==> config.mk <==
export PLATFORM = sky130hd
export DESIGN_NAME = doorbell_ctrl
export DESIGN_NICKNAME = d
export VERILOG_FILES = /design/src/rtl/doorbell_ctrl.sv
export SDC_FILE = /design/constraint.sdc
export NUM_CORES = 1
export LEC_CHECK = 0
export ABC_AREA = 1
export CAP_MARGIN = 25
export CELL_PAD_IN_SITES_DETAIL_PLACEMENT = 1
export CELL_PAD_IN_SITES_GLOBAL_PLACEMENT = 2
export CORE_MARGIN = 2
export CORE_UTILIZATION = 25
export DETAILED_ROUTE_END_ITERATION = 10
export PLACE_DENSITY_LB_ADDON = 0.1
export RECOVER_POWER = 25
export SYNTH_ARGS = -nofsm -noshare
export SYNTH_HDL_FRONTEND = slang
export SYNTH_SLANG_ARGS = --single-unit
==> constraint.sdc <==
create_clock -name clk -period 1.4 [get_ports clk]
set_input_delay 0.28 -clock clk [delete_from_list [all_inputs] [get_ports clk]]
set_output_delay 0.28 -clock clk [all_outputs]
set_load 0.01 [all_outputs]
==> src/rtl/doorbell_ctrl.sv <==
module doorbell_ctrl #(
  parameter int              NCORES   = 3,
  parameter int              ADDR_W   = 8,
  parameter int              DATA_W   = 32,
  parameter int              ID_W     = 2,
  parameter logic [ADDR_W-1:0] ACK_BASE = 8'h40
) (
  input  logic              clk,
  input  logic              rst,
  input  logic              wr_en,
  input  logic [ADDR_W-1:0] addr,
  input  logic [DATA_W-1:0] wdata,
  input  logic [ID_W-1:0]   src_id,
  output logic [DATA_W-1:0] rdata,
  output logic [NCORES-1:0] irq_pulse
);

  localparam int FLAG_LSB = 4;
  localparam int FLAG_W   = DATA_W - FLAG_LSB;

  logic [FLAG_W-1:0] flags_q [NCORES];
  logic [NCORES-1:0] ring_sel, ack_sel, ring_wr, ack_wr, irq_q;
  logic [FLAG_W-1:0] wflags;
  logic              unused_rsvd;

  assign wflags      = wdata[DATA_W-1:FLAG_LSB];
  assign unused_rsvd = ^wdata[FLAG_LSB-1:1];
  assign irq_pulse   = irq_q;

  for (genvar n = 0; n < NCORES; n++) begin : g_core
    logic [FLAG_W-1:0] set_m, clr_m;

    assign ring_sel[n] = (addr == ADDR_W'(4 * n));
    assign ack_sel[n]  = (addr == ACK_BASE + ADDR_W'(4 * n));
    assign ring_wr[n]  = wr_en && ring_sel[n];
    assign ack_wr[n]   = wr_en && ack_sel[n] && (src_id == ID_W'(n));
    assign set_m       = ring_wr[n] ? wflags : '0;
    assign clr_m       = ack_wr[n]  ? wflags : '0;

    always_ff @(posedge clk) begin
      if (rst) begin
        flags_q[n] <= '0;
        irq_q[n]   <= 1'b0;
      end else begin
        flags_q[n] <= (flags_q[n] & ~clr_m) | set_m;
        irq_q[n]   <= ring_wr[n] && wdata[0];
      end
    end

    AST_NO_SET_WITHOUT_RING: assert property (@(posedge clk) disable iff (rst)
      !ring_wr[n] |=> ((flags_q[n] & ~$past(flags_q[n])) == '0));
    AST_NO_CLEAR_WITHOUT_ACK: assert property (@(posedge clk) disable iff (rst)
      !(wr_en && ack_sel[n] && src_id == ID_W'(n)) |=> ((flags_q[n] & $past(flags_q[n])) == $past(flags_q[n])));
    AST_PULSE_HAS_CAUSE: assert property (@(posedge clk) disable iff (rst)
      !(wr_en && ring_sel[n] && wdata[0]) |=> !irq_pulse[n]);
    AST_RESET_QUIET: assert property (@(posedge clk)
      rst |=> (flags_q[n] == '0 && !irq_pulse[n]));
  end

  always_comb begin
    rdata = '0;
    for (int n = 0; n < NCORES; n++)
      if (ring_sel[n] || ack_sel[n]) rdata = {flags_q[n], {FLAG_LSB{1'b0}}};
  end

endmodule

==> out/qor.json <==
{
  "syn_area_um2": 4420,
  "max_clock_freq_mhz": 542,
  "die_width_um": 137,
  "hpwlAfterDp_um": 10600,
  "synth.avg_cell_area_um2": 6.90,
  "grt_antenna_before_repair": 1,
  "status": "complete, but fails checks",
  "synth_cell_type_count": 19,
  "via_count_of_the_first_global_routing_pass": 5238,
  "r2r_cell_count": 2,
  "total_routed_length_um": 19600,
  "timing.critical_path.from_type": "primary input",
  "ctsLongestPathBuffers": 2,
  "setup_ws_ps": -446,
  "die_h_um": 137,
  "sequential_share_of_the_synthesized_area": 0.394,
  "clk_transition_reported_paths_ps": 60,
  "port_buffers": 72,
  "vdd.ir_drop.worst_mv": 0.554,
  "setup_violations": 29,
  "reg2reg_slack_ps": 720,
  "pin_count": 80,
  "clock_tree.root_cell": "clkbuf_16",
  "count_of_placed_standard_cells_including_taps": 915,
  "top_cell_by_count_worst_path": "buf_6",
  "critPathMaxStageDelay_ps": 180,
  "grt_util_all_layers": 0.214,
  "final_setup_skew_ps": 0,
  "timing.critical_path.cells": "buf_8, nor2_4, nand3_4, buf_12, a21oi_4, buf_6, buf_6, buf_12, nand2_4, nand3_4, buf_6",
  "die_area_um2": 18800,
  "gr-total-overflow": 0,
  "crit-reg2reg-launch": "flags_q[1][15]$_SDFF_PP0_",
  "crit-reg2reg-capture": "flags_q[1][15]$_SDFF_PP0_",
  "leakage_nw": 2.78,
  "worst_hold_slack_ps": 356,
  "setup.worst_path.class": "in2out",
  "ctsHtreeMaxLevel": 3,
  "timing.critical_path.buf_inv": 6,
  "first_iter_violations": 287,
  "setup_repair_after_global_routing_missed_its_margin": "yes",
  "commonest_cells_after_routing_fill_and_taps_aside": "nand2_1, nand3_1, dfxtp_1",
  "layout.cells.most_common": "nand2_1",
  "violated_checks": "setup timing",
  "synth.top_cells.by_area": "dfxtp_1, nand3_1, nand2_1",
  "critical_path.endpoint_type": "primary output",
  "count_of_final_hold_check_violations": 0,
  "end_of_flow_core_utilization": 0.387,
  "postSynthCellCount": 641,
  "area_growth_pct": 51.1,
  "synth_seq_cells": 87,
  "worstHoldStart": "rst",
  "dpl_cell_area_um2": 5700,
  "fin_crit_ps": 1850,
  "pin_count_of_the_biggest_net_entering_global_routing": 88,
  "worst_ep_required_ps": 1120,
  "finalNonFillerCells": 955,
  "worstPathMaxFanout": 5,
  "route.detailed.vias_per_inst": 5.27,
  "vias": 5035,
  "critical_path_arrival_ps": 1570,
  "numClockSinks": 87,
  "synthDominantCellAreaShare": 0.394,
  "antenna_violating_nets_post_route": 0,
  "max-cap-violations": 0,
  "detail_route.first_pass.iterations": 4,
  "finish.instance_area_um2": 6690,
  "core_area_um2": 17300,
  "post_route_cells_drive_above_1_share": 0.289,
  "critical-path-top-delay-family": "buffers and inverters",
  "routabilityCongestion": 0.713,
  "post-route-drc-count": 0,
  "fin_crit_sh": 1.32,
  "slew_violations": 0,
  "cts.hold.buffers_added": 0,
  "worst_skew_pair.late_latency_ps": 350,
  "yosysTopAreaCell": "dfxtp_1",
  "final.fill_count": 2070,
  "design.final.nets": 769,
  "p_per_area_nw_per_um2": 817,
  "min_to": "flags_q[0][8]$_SDFF_PP0_",
  "grt_first_pass_wirelength_um": 30200,
  "slowest_stage": "a21oi_4",
  "path_type_of_the_worst_min_delay_path": "in2reg",
  "tritoncts": "done",
  "routedWlPerCell_um": 20.5,
  "synth.yosys.warnings": 0,
  "cts_inserted_buffers": 9,
  "floorplan.initialDensity": 0.256,
  "whs_path_depth": 2,
  "placement_rows": 48,
  "fin_total_pwr_mw": 5.46
}
[logic make-up (layout without fill, tap and decap cells)]
kind of cell,Yosys count,count (layout),synth area share
AND/OR/NAND/NOR,395,395,0.417
buffers and inverters,71,156,0.0826
flip-flops,87,87,0.394
AO/OA/AOI/OAI,87,87,0.106
other,1,5,0.000848
[worst reg2reg max path: cells and delay by family (launching register included)]
kind | cells | cell delay [ps]
flip-flops | 1 | 410
AO/OA/AOI/OAI | 1 | 130
AND/OR/NAND/NOR | 1 | 80
[area by class of cell]
| type | instances | area, um^2 | share of cell area |
|---|---|---|---|
| multi-input cells | 486 | 2810 | 0.421 |
| inverters | 13 | 53.8 | 0.00805 |
| clock buffers | 14 | 284 | 0.0425 |
| clock inverters | 2 | 12.5 | 0.00187 |
| diodes | 1 | 2.50 | 0.000374 |
| flip-flops and latches | 87 | 1740 | 0.260 |
| well taps | 225 | 282 | 0.0421 |
| repair buffers | 127 | 1500 | 0.224 |
[state kept, by name, indices dropped and copies added (netlist names)]
name	count
irq_pulse	3
flags_q	84
[stage by stage]
step	setup WS, ps	setup TNS (ps)
finish	-446	-10950
global route	-491	-13370
CTS	-443	-10370
detailed placement	-1110	-78180
global placement	-1060	-73190
floorplan	-27.0	-693
[how the worst max path moves through the flow]
stage                        from        end  slack (ps)  cells past startpoint
after global routing      addr[4]  rdata[24]        -490                     11
after global placement    addr[5]  rdata[11]       -1060                      8
final                     addr[4]  rdata[24]        -450                     11
after CTS                 addr[4]  rdata[31]        -440                     12
after floorplan           addr[5]  rdata[18]         -30                      6
after detailed placement  addr[5]  rdata[31]       -1110                      8
[Yosys cell counts (all sizes together)]
cell	n
conb	1
inv	13
nand2	181
nand3	141
nand4	56
a21oi	87
dfxtp	87
buf	42
clkbuf	16
nor2	17
[where the power goes]
group	internal, mW	switching (mW)	leakage (nW)	total, mW
combinational	0.188	0.329	1.93	0.518
clock	1.40	1.07	0.145	2.47
sequential	2.48	0.00221	0.700	2.48
[per-layer routing]
metal	global-route usage	wire, um
met1	0.285	8850
met2	0.359	9620
met3	0.0285	781
met4	0.0641	306
met5	0	0
[what timing repair did]
item	4_1_cts	5_1_grt
resized for setup	261	36
buffers inserted	20	0
pin swaps	25	9
setup endpoints to repair	118	31
cloned	6	1
No activity file was read; power rests on OpenSTA's default activity.
